--- src/rtl/keyed_write_guard.sv ---
module keyed_write_guard #(
  parameter int AW = 3,
  parameter int DW = 16,
  parameter logic [DW-1:0] KEY_A = 16'hABCD,
  parameter logic [DW-1:0] KEY_B = 16'h4321,
  parameter logic [AW-1:0] A_KEY  = 3'd0,
  parameter logic [AW-1:0] A_OUT  = 3'd1,
  parameter logic [AW-1:0] A_FLT  = 3'd2,
  parameter logic [AW-1:0] A_PER  = 3'd3,
  parameter logic [AW-1:0] A_PHS  = 3'd4,
  parameter logic [AW-1:0] A_STAT = 3'd5
) (
  input  logic          clk,
  input  logic          rst,
  input  logic          lock_en,
  input  logic [AW-1:0] bus_addr,
  input  logic          bus_wr,
  input  logic          bus_rd,
  input  logic [DW-1:0] bus_wdata,
  output logic [DW-1:0] bus_rdata,
  output logic [DW-1:0] out_ctrl,
  output logic [DW-1:0] flt_ctrl,
  output logic [DW-1:0] period,
  output logic [DW-1:0] phase,
  output logic          wr_reject
);
  typedef enum logic [1:0] {S_IDLE, S_HALF, S_ARMED, S_HELD} seq_t;
  seq_t state, nxt;

  wire access  = bus_wr | bus_rd;
  wire is_prot = (bus_addr == A_OUT) || (bus_addr == A_FLT);
  wire open_w  = (state == S_ARMED) || (state == S_HELD);
  wire pwr     = bus_wr && is_prot;
  wire grant   = pwr && (!lock_en || open_w);
  wire reject  = pwr && lock_en && !open_w;
  wire rd_hold = bus_rd && !bus_wr && is_prot && (state == S_ARMED);
  wire key_wr  = bus_wr && (bus_addr == A_KEY);

  always_comb begin
    nxt = state;
    if (access) begin
      if (key_wr) begin
        if (bus_wdata == KEY_A)                         nxt = S_HALF;
        else if (bus_wdata == KEY_B && state == S_HALF) nxt = S_ARMED;
        else                                            nxt = S_IDLE;
      end else if (rd_hold) begin
        nxt = S_HELD;
      end else begin
        nxt = S_IDLE;
      end
    end
  end

  always_ff @(posedge clk) begin
    if (rst) begin
      state     <= S_IDLE;
      out_ctrl  <= '0;
      flt_ctrl  <= '0;
      period    <= '0;
      phase     <= '0;
      wr_reject <= 1'b0;
    end else begin
      state <= nxt;
      if (grant && bus_addr == A_OUT) out_ctrl <= bus_wdata;
      if (grant && bus_addr == A_FLT) flt_ctrl <= bus_wdata;
      if (bus_wr && bus_addr == A_PER) period <= bus_wdata;
      if (bus_wr && bus_addr == A_PHS) phase  <= bus_wdata;
      if (bus_wr && bus_addr == A_STAT) wr_reject <= 1'b0;
      else if (reject)                  wr_reject <= 1'b1;
    end
  end

  always_comb begin
    bus_rdata = '0;
    if (bus_addr == A_OUT)  bus_rdata = out_ctrl;
    if (bus_addr == A_FLT)  bus_rdata = flt_ctrl;
    if (bus_addr == A_PER)  bus_rdata = period;
    if (bus_addr == A_PHS)  bus_rdata = phase;
    if (bus_addr == A_STAT) bus_rdata = {{(DW-1){1'b0}}, wr_reject};
  end

  // entering the armed state requires the second key word in the previous cycle
  a_r1_arm_after_key: assert property (@(posedge clk) disable iff (rst)
    (state == S_ARMED && $past(state) != S_ARMED) |->
      $past(bus_wr && bus_addr == A_KEY && bus_wdata == KEY_B));

  // a read of an unprotected address cancels any unlock
  a_r2_read_breaks: assert property (@(posedge clk) disable iff (rst)
    (bus_rd && !bus_wr && !is_prot) |=> state == S_IDLE);

  // one protected write consumes the unlock
  a_r4_consume: assert property (@(posedge clk) disable iff (rst)
    (pwr && open_w) |=> state == S_IDLE);

  // while locked, the output-control register changes only from an open state
  a_r4_guarded_change: assert property (@(posedge clk) disable iff (rst)
    (lock_en && $past(lock_en) && !$past(rst) && out_ctrl != $past(out_ctrl)) |->
      $past(state == S_ARMED || state == S_HELD));

  // a locked protected write from idle raises the reject flag
  a_r8_flag: assert property (@(posedge clk) disable iff (rst)
    (lock_en && pwr && state == S_IDLE) |=> wr_reject);
endmodule

--- config.mk ---
export PLATFORM = sky130hd
export DESIGN_NAME = keyed_write_guard
export DESIGN_NICKNAME = d
export VERILOG_FILES = /design/src/rtl/keyed_write_guard.sv
export SDC_FILE = /design/constraint.sdc
export NUM_CORES = 1
export LEC_CHECK = 0
export ABC_AREA = 1
export BUFFER_PORTS_ARGS = -buffer_cell sky130_fd_sc_hd__buf_4
export CAP_MARGIN = 20
export CORE_MARGIN = 3
export CORE_UTILIZATION = 35
export DETAILED_ROUTE_END_ITERATION = 16
export GPL_ROUTABILITY_DRIVEN = 1
export PLACE_DENSITY = 0.57
export SYNTH_ARGS = -nofsm -noshare
export SYNTH_HDL_FRONTEND = slang
export SYNTH_SLANG_ARGS = --single-unit
--- constraint.sdc ---
create_clock -name clk -period 2.6 [get_ports clk]
set_clock_uncertainty 0.05 [all_clocks]
set_input_delay 0.52 -clock clk [delete_from_list [all_inputs] [get_ports clk]]
set_output_delay 0.52 -clock clk [all_outputs]
set_load 0.01 [all_outputs]
==> results_dict.tcl, run 1 <==
set metrics [dict create \
    yosysMostFrequentCell "nor2_1" \
    crit_cells 9 \
    use_met1_pct 27.13 \
    drt_iter0_drc 253 \
    core-area_sq_um 9284 \
    hold_viol_final 0 \
    yosys.area.top_type_share_pct 40.03 \
    path_class "input pin to output pin" \
    required_ns 2.03 \
    cts_sinks 67 \
    root_buffer "clkbuf_8" \
    die_y_microns 103.8 \
    end_kind "output pin" \
    cts_made_buffers 9 \
    grt_use_total_pct 19.54 \
    grt_pass1_vias 3174 \
    avgSynthCellArea_sq_um 6.609 \
    fin_setup_tns_ns 0 \
    io_pins 105 \
    synthesis.nets 531 \
    slew_headroom_pct 68.72 \
    crit_path_max_incr_delay_ns 0.19 \
    crit_family "buffers and inverters" \
    synth_edf_count 0 \
    hpwlAfterDp_microns 7837 \
    power_leakage_nw 2.094 \
    async_flop_share_pct 0 \
    clockBufferDepth 2 \
    drc 0 \
    grt_max_degree 33 \
    cp_num_buf_inv 5 \
    antenna_left 0 \
    cts-resized-gates 0 \
    overflow 0 \
    crit_fanout 15 \
    netlist_top_cells_area "dfxtp_1 40%, nor2_1 11%, nand2_1 10%" \
    n_antenna_cell 0 \
    hold_buffers 0 \
    dp_cells 718 \
    design_area_sq_um 4353 \
    antenna_found_initial 0 \
    reg2reg_depth 5 \
    drive_gt1_share_pct 22.85 \
    viasPerCell 4.674 \
    ys.flop_type "dfxtp_1" \
    hp-class "input pin to register" \
    rows 35 \
    h-tree-depth 3 \
    drv_cap 0 \
    gp_congestion 0.8933 \
    grt.met2_usage_pct 30.92 \
    dr.pass1.iters 4 \
    final_cells 733 \
    status "completed" \
    cp_cell_sequence "buf_4 -> inv_2 -> nand2_1 -> nor2_4 -> inv_2 -> o21ai_1 -> inv_1 -> a21oi_1 -> buf_4" \
    use_met3_pct 3.925 \
    fmax_mhz 440.7 \
    post-route-period-util_pct 87.28 \
    final-setup-viol-count 0 \
    tightest_slew_ns 0.4683 \
    vdd_ir_drop_max_mv 0.2382 \
    clk_pin_slew_ns 0.08 \
    clock_latency_ns 0.33 \
    post_cts_buffers 0 \
    cts_tree "built" \
    syn-instance-count 507 \
    worstHoldPathCells 3 \
    slew_viol_final 0 \
    rsz0062_at_grt "no" \
    synthToLayoutAreaGrowth_pct 29.91 \
    crit_arrival_ns 1.70 \
    ys_seq_area_share_pct 40.03 \
    p_per_area_nw_per_um2 509.4 \
    vias 3426 \
    ys_types 27 \
    nNetsFinal 624 \
    grt_first_pass_wirelength_microns 16850 \
    synth_area_leader_cell "dfxtp_1" \
    ys_ff_latch 67 \
    port_buffers 104 \
    cp_slowest_cell "a21oi_1" \
    regToRegSetupSlack_ns 1.14 \
    fillers 991 \
    worstSetupStartpointType "input pin" \
    fin_crit_ns 2.269 \
    wl_per_cell_microns 14.61 \
    grt_busiest_layer "met2" \
    die_area_sq_um 10780 \
    synth_commonest_cells "94 x nor2_1, 92 x nand2_1, 71 x inv_1, 67 x dfxtp_1, 48 x a21oi_1" \
    wl_microns 10710 \
    placed_area_sq_um 4159 \
    yosys_warnings 0 \
    fp.dieW_microns 103.8 \
    syn_area_sq_um 3351 \
    initial_core_util_pct 36.09 \
]
## worst register-to-register path, cell delays in order (launching register included)
cell and delay, ns:
dfxtp_1 0.35, inv_1 0.08, nand2_1 0.17, nand4_4 0.41, nor2_1 0.24, nor2_1 0.06
## metrics by stage
step,util (%),hold WS [ns],setup slack (ns),total power [W]
after floorplan,-,0.4316,0.6591,0.001225
after global placement,44.80,0.4025,0.3495,0.001362
after detailed placement,44.80,0.4062,0.3309,0.001366
after CTS,46.89,0.4079,0.3243,0.002235
after global routing,46.89,0.4170,0.1399,0.002304
final,46.89,0.4067,0.3309,0.002217
## path summary, 6_finish.rpt
check	endpoint	startpoint
max	bus_rdata[11]	bus_addr[2]
min	out_ctrl[6]	bus_wdata[6]
max reg2reg	out_ctrl[4]	state[1]
min reg2reg	period[4]	period[4]
## sequential cells by signal, indices dropped and copies added (netlist names)
name	cells
out_ctrl	16
phase	16
state	2
wr_reject	1
flt_ctrl	16
period	16
## kinds of logic (layout without fill, tap and decap cells)
group / after synthesis / count (layout) / share of synthesized area, %
buffers and inverters: 105 / 202 / 14.08
AO/OA/AOI/OAI: 112 / 112 / 17.10
AND/OR/NAND/NOR: 223 / 223 / 28.79
flip-flops: 67 / 67 / 40.03
## area by class of cell
type,count,area (sq um),area share (%)
inverters,76,285.3,6.554
flip-flops and latches,67,1341,30.81
repair buffers,111,833.3,19.14
multi-input cells,335,1538,35.33
clock inverters,2,35.03,0.8048
clock buffers,13,158.9,3.650
well taps,129,161.4,3.708
## layer usage
layer	wire length, microns	vias to the layer above
li1	-	1770
met1	5053	1524
met3	680	12
met2	4842	120
met5	0	-
met4	130	0
## layout by cell type (no fill, tap or decap), drive strengths merged
cell type,n
clkbuf,13
nand3,23
dfxtp,67
inv,75
nand3b,2
buf,111
nand2,94
o22ai,1
nand4,7
clkinv,2
nor2,96
o21ai,60
bufinv,1
nor3,1
o2111ai,1
a21oi,50
## power by group
part / internal (W) / switching (W)
Clock: 0.000490 / 0.000385
Sequential: 0.00105 / 0.0000141
Combinational: 0.000109 / 0.000173
Total: 0.00165 / 0.000572
Power figures use the tool's default switching activity.
==> inputs of run 2 (changes only) <==
MAX_ROUTING_LAYER = met4   (was unset)
==> run 2 against run 1 <==
  * Clock-buffer cell count is the same
  * Sequential power about the same
  * Clock power about the same
  * Final area unchanged
  * Setup slack gained 0.0086 ns
  * Die area stayed put
  * Largest power group unchanged
==> results_dict.tcl, run 2 (synthesis gave the netlist of run 1 again) <==
set metrics [dict create \
    crit_family "buffers and inverters" \
    hpwlAfterDp_microns 7837 \
    slew_viol_final 0 \
    fin_crit_ns 2.261 \
    die_y_microns 103.8 \
    clkPwrFrac_pct 39.5 \
    cts_tree "built" \
    final-setup-viol-count 0 \
    rsz0062_at_grt "no" \
    status "completed" \
    path_class "input pin to output pin" \
    post-route-period-util_pct 86.94 \
    nNetsFinal 624 \
    cp_slowest_cell "a21oi_1" \
    fin_util_pct 46.89 \
    worstSetupStartpointType "input pin" \
    post_cts_buffers 0 \
    wl_microns 10710 \
    h-tree-depth 3 \
    p_per_area_nw_per_um2 509.3 \
    antenna_left 0 \
    initial_core_util_pct 36.09 \
    most-common-layout-cells "111 x buf_4, 94 x nor2_1, 92 x nand2_1" \
    end_kind "output pin" \
    io_pins 105 \
    clk_pin_slew_ns 0.07 \
    fin_setup_tns_ns 0 \
    antenna_found_initial 0 \
    fmax_mhz 442.4 \
    core-area_sq_um 9284 \
    overflow 0 \
    required_ns 2.03 \
    crit_arrival_ns 1.69 \
    cts_sinks 67 \
    n_antenna_cell 0 \
    vias 3401 \
    gp_congestion 0.9084 \
    rows 35 \
    fp.dieW_microns 103.8 \
    die_area_sq_um 10780 \
    crit_fanout 15 \
    tightest_slew_ns 0.4756 \
    crit_path_max_incr_delay_ns 0.18 \
    dr.pass1.iters 7 \
    grt_use_total_pct 20.11 \
    grt_pass1_vias 3182 \
    port_buffers 104 \
    cp_cell_sequence "buf_4 -> inv_2 -> nand2_1 -> nor2_4 -> inv_2 -> o21ai_1 -> inv_1 -> a21oi_1 -> buf_4" \
    root_buffer "clkbuf_8" \
    intPower_w 0.001645 \
    drive_gt1_share_pct 22.85 \
    cts_made_buffers 9 \
    hp-class "register to register" \
    grt_max_degree 33 \
    hold_buffers 0 \
    cp_num_buf_inv 5 \
    clockBufferDepth 2 \
    power_w 0.002217 \
    cts-resized-gates 0 \
    hold_viol_final 0 \
    power_leakage_nw 2.094 \
    clock_latency_ns 0.33 \
    drv_cap 0 \
    drt_iter0_drc 293 \
    wl_per_cell_microns 14.61 \
    grt_first_pass_wirelength_microns 16850 \
    synthToLayoutAreaGrowth_pct 29.91 \
    p_sw_w 0.0005718 \
    drc 0 \
    sw_frac_of_total_pct 25.79 \
    pwr-share-seq_pct 47.8 \
    viasPerCell 4.640 \
    slew_headroom_pct 68.23 \
    vdd_ir_drop_max_mv 0.2379 \
    p_comb_share_pct 12.7 \
    final_common_cell "buf_4" \
]
[run 2: cell counts in the layout (fill, tap and decap cells not counted)]
No cell type changed its count.
[run 2: worst paths after layout]
check	from	to	slack, ns	cells after the start
setup reg to reg	state[1]	out_ctrl[4]	1.13	5
hold reg to reg	period[4]	period[4]	0.41	2
setup / recovery	bus_addr[2]	bus_rdata[11]	0.34	9
hold / removal	period[4]	period[4]	0.41	2
[run 2: metrics by stage]
step / setup WS, ns / hold slack [ns] / cell area [sq um] / instances
finish: 0.3395 / 0.4121 / 4353 / 733
floorplan: 0.6591 / 0.4316 / 3351 / 507
detailed placement: 0.3309 / 0.4062 / 4159 / 718
CTS: 0.3243 / 0.4079 / 4353 / 733
global placement: 0.3495 / 0.4025 / 4159 / 718
global route: 0.1399 / 0.4170 / 4353 / 733
[run 2: area by class of cell]
type | count | area [sq um]
Clock inverter | 2 | 35.03
Tap cell | 129 | 161.4
Multi-Input combinational cell | 335 | 1538
Clock buffer | 13 | 158.9
Inverter | 76 | 285.3
Sequential cell | 67 | 1341
Timing Repair Buffer | 111 | 833.3
Fill cell | 991 | 4931
[run 2: power groups by stage]
stage	sequential, W	clock [W]	combinational, W
floorplan	0.00109	0	0.000135
global placement	0.00108	0	0.000278
detailed placement	0.00108	0	0.000282
CTS	0.00106	0.000892	0.000283
global route	0.00106	0.000932	0.000310
finish	0.00106	0.000875	0.000282
[run 2: per-layer routing]
metal	up-vias	track usage, %	share of wire (%)
li1	1769	-	-
met1	1525	27.28	48
met2	97	30.92	46
met3	10	3.738	5.6
met4	0	5.318	0.92
met5	-	-	0
[run 2: worst register-to-register path: cells and delay by family, from the launching register on]
family	cells	cell delay [ns]
AND/OR/NAND/NOR	4	0.87
flip-flops	1	0.36
buffers and inverters	1	0.08
==> inputs of run 3 (changes only) <==
--- a/config.mk
+++ b/config.mk
@@ -11,3 +11,3 @@
 export CORE_MARGIN = 3
-export CORE_UTILIZATION = 35
+export CORE_UTILIZATION = 33
 export DETAILED_ROUTE_END_ITERATION = 16
@@ -15,3 +15,3 @@
 export MAX_ROUTING_LAYER = met4
-export PLACE_DENSITY = 0.57
+export PLACE_DENSITY = 0.55
 export SYNTH_ARGS = -nofsm -noshare
--- a/constraint.sdc
+++ b/constraint.sdc
@@ -4,2 +4,2 @@
 set_output_delay 0.52 -clock clk [all_outputs]
-set_load 0.01 [all_outputs]
+set_load 0.05 [all_outputs]
==> run 3 against run 2 <==
  * Wire length shrank 0.97%
  * Critical path depth shrank 1
  * Sequential share of layout area grew 0.071 points
  * Sequential cell count is the same
  * Combinational power grew 40%
  * Clock-buffer cell count shrank 2
  * Core utilization shrank 2.7 points
  * Largest cell class unchanged
==> results_dict.tcl, run 3 (synthesis gave the netlist of run 1 again) <==
set metrics [dict create \
    status "completed" \
    final_cells 736 \
    die_area_sq_um 11400 \
    grt_max_degree 33 \
    die_y_microns 106.8 \
    drc 0 \
    fmax_mhz 427.3 \
    hold_buffers 0 \
    viasPerCell 4.667 \
    pwr-share-seq_pct 48.1 \
    cts-resized-gates 0 \
    p_comb_share_pct 17.8 \
    fin_crit_ns 2.340 \
    root_buffer "clkbuf_8" \
    wl_per_cell_microns 14.41 \
    grt_use_total_pct 19.43 \
    final-setup-viol-count 0 \
    intPower_w 0.001543 \
    required_ns 2.03 \
    cp_cell_sequence "buf_4 -> inv_2 -> nand3_2 -> buf_4 -> o21ai_0 -> o21ai_1 -> a21oi_1 -> buf_4" \
    clk_pin_slew_ns 0.06 \
    path_class "input pin to output pin" \
    initial_core_util_pct 34.12 \
    power_w 0.002206 \
    io_pins 105 \
    port_buffers 104 \
    most-common-layout-cells "110 x buf_4, 94 x nor2_1, 92 x nand2_1" \
    drt_iter0_drc 198 \
    clockBufferDepth 2 \
    fin_setup_tns_ns 0 \
    vdd_ir_drop_max_mv 0.2388 \
    rows 36 \
    nNetsFinal 624 \
    n_antenna_cell 0 \
    post_cts_buffers 0 \
    holdWs_ns 0.4148 \
    antenna_left 0 \
    vias 3435 \
    cp_slowest_cell "buf_4" \
    hpwlAfterDp_microns 7948 \
    grt_first_pass_wirelength_microns 16830 \
    clkPwrFrac_pct 34.1 \
    crit_family "buffers and inverters" \
    rsz0062_at_grt "no" \
    worstSetupStartpointType "input pin" \
    dr.pass1.iters 5 \
    p_sw_w 0.0006630 \
    core-area_sq_um 9819 \
    end_kind "output pin" \
    crit_path_frequent_cell "buf_4" \
    worst_slack_ns 0.2595 \
    drv_cap 0 \
    cts_sinks 67 \
    tightest_slew_ns 0.4771 \
    grt_pass1_vias 3160 \
    sw_frac_of_total_pct 30.05 \
    drive_gt1_share_pct 23.05 \
    slew_headroom_pct 68.13 \
    antenna_found_initial 0 \
    hold_viol_final 0 \
    place_ws_ns 0.2701 \
    crit_arrival_ns 1.77 \
    synthToLayoutAreaGrowth_pct 29.61 \
    fp.dieW_microns 106.8 \
    cts_made_buffers 9 \
    clock_latency_ns 0.33 \
    cts_tree "built" \
    crit_path_max_incr_delay_ns 0.23 \
    gp_congestion 0.9331 \
    h-tree-depth 3 \
    cp_num_buf_inv 4 \
    post-route-period-util_pct 90.02 \
    crit_fanout 11 \
    wl_microns 10600 \
    final_common_cell "buf_4" \
    p_per_area_nw_per_um2 507.9 \
    dp_cells 722 \
    slew_viol_final 0 \
    hp-class "register to register" \
    overflow 0 \
    power_leakage_nw 2.090 \
]
-- run 3: cell count changes in the layout (fill, tap and decap cells not counted), sizes merged --
cell,delta
clkbuf,-2
bufinv,-1
clkinv,+2
-- run 3: layer usage --
layer  global-route usage, %  vias to the layer above  wire length, microns
met5                       -                        -                     0
met4                   5.753                        0                   100
met3                   2.529                        7                   503
met2                   29.36                       99                  4846
met1                   27.26                     1551                  5152
li1                        -                     1778                     -
-- run 3: final cells by class --
cell class | count | area, sq um
inverter | 76 | 285.3
clock buffer | 11 | 151.4
multi-input combinational | 335 | 1538
sequential | 67 | 1341
fill | 1069 | 5477
timing repair buffer | 111 | 845.8
tap | 133 | 166.4
clock inverter | 3 | 15.01
-- run 3: final timing paths --
check              start       endpoint  slack (ns)  cells after the start
max          bus_addr[2]  bus_rdata[12]        0.26                      8
max reg2reg     state[1]    out_ctrl[5]        1.12                      5
min            period[4]      period[4]        0.41                      2
min reg2reg    period[4]      period[4]        0.41                      2
-- run 3: through the flow --
step           utilization, %  instance area [sq um]
3_5_place_dp            42.53                   4177
5_1_grt                 44.23                   4343
2_1_floorplan               -                   3351
3_3_place_gp            42.53                   4177
6_report                44.23                   4343
4_1_cts                 44.23                   4343
-- run 3: power by group through the flow --
stage,Sequential [W],Clock (W),Combinational (W)
4_1_cts,0.00106,0.000777,0.000395
3_5_place_dp,0.00108,0,0.000394
2_1_floorplan,0.00115,0,0.000187
5_1_grt,0.00106,0.000820,0.000422
6_report,0.00106,0.000752,0.000394
3_3_place_gp,0.00108,0,0.000392
-- run 3: worst min-delay path, delay by kind of cell, from the launching register on --
kind | cells | cell delay, ns
AOI/OAI and AO/OA | 1 | 0.05
buffers and inverters | 1 | 0.06
DFF | 1 | 0.31
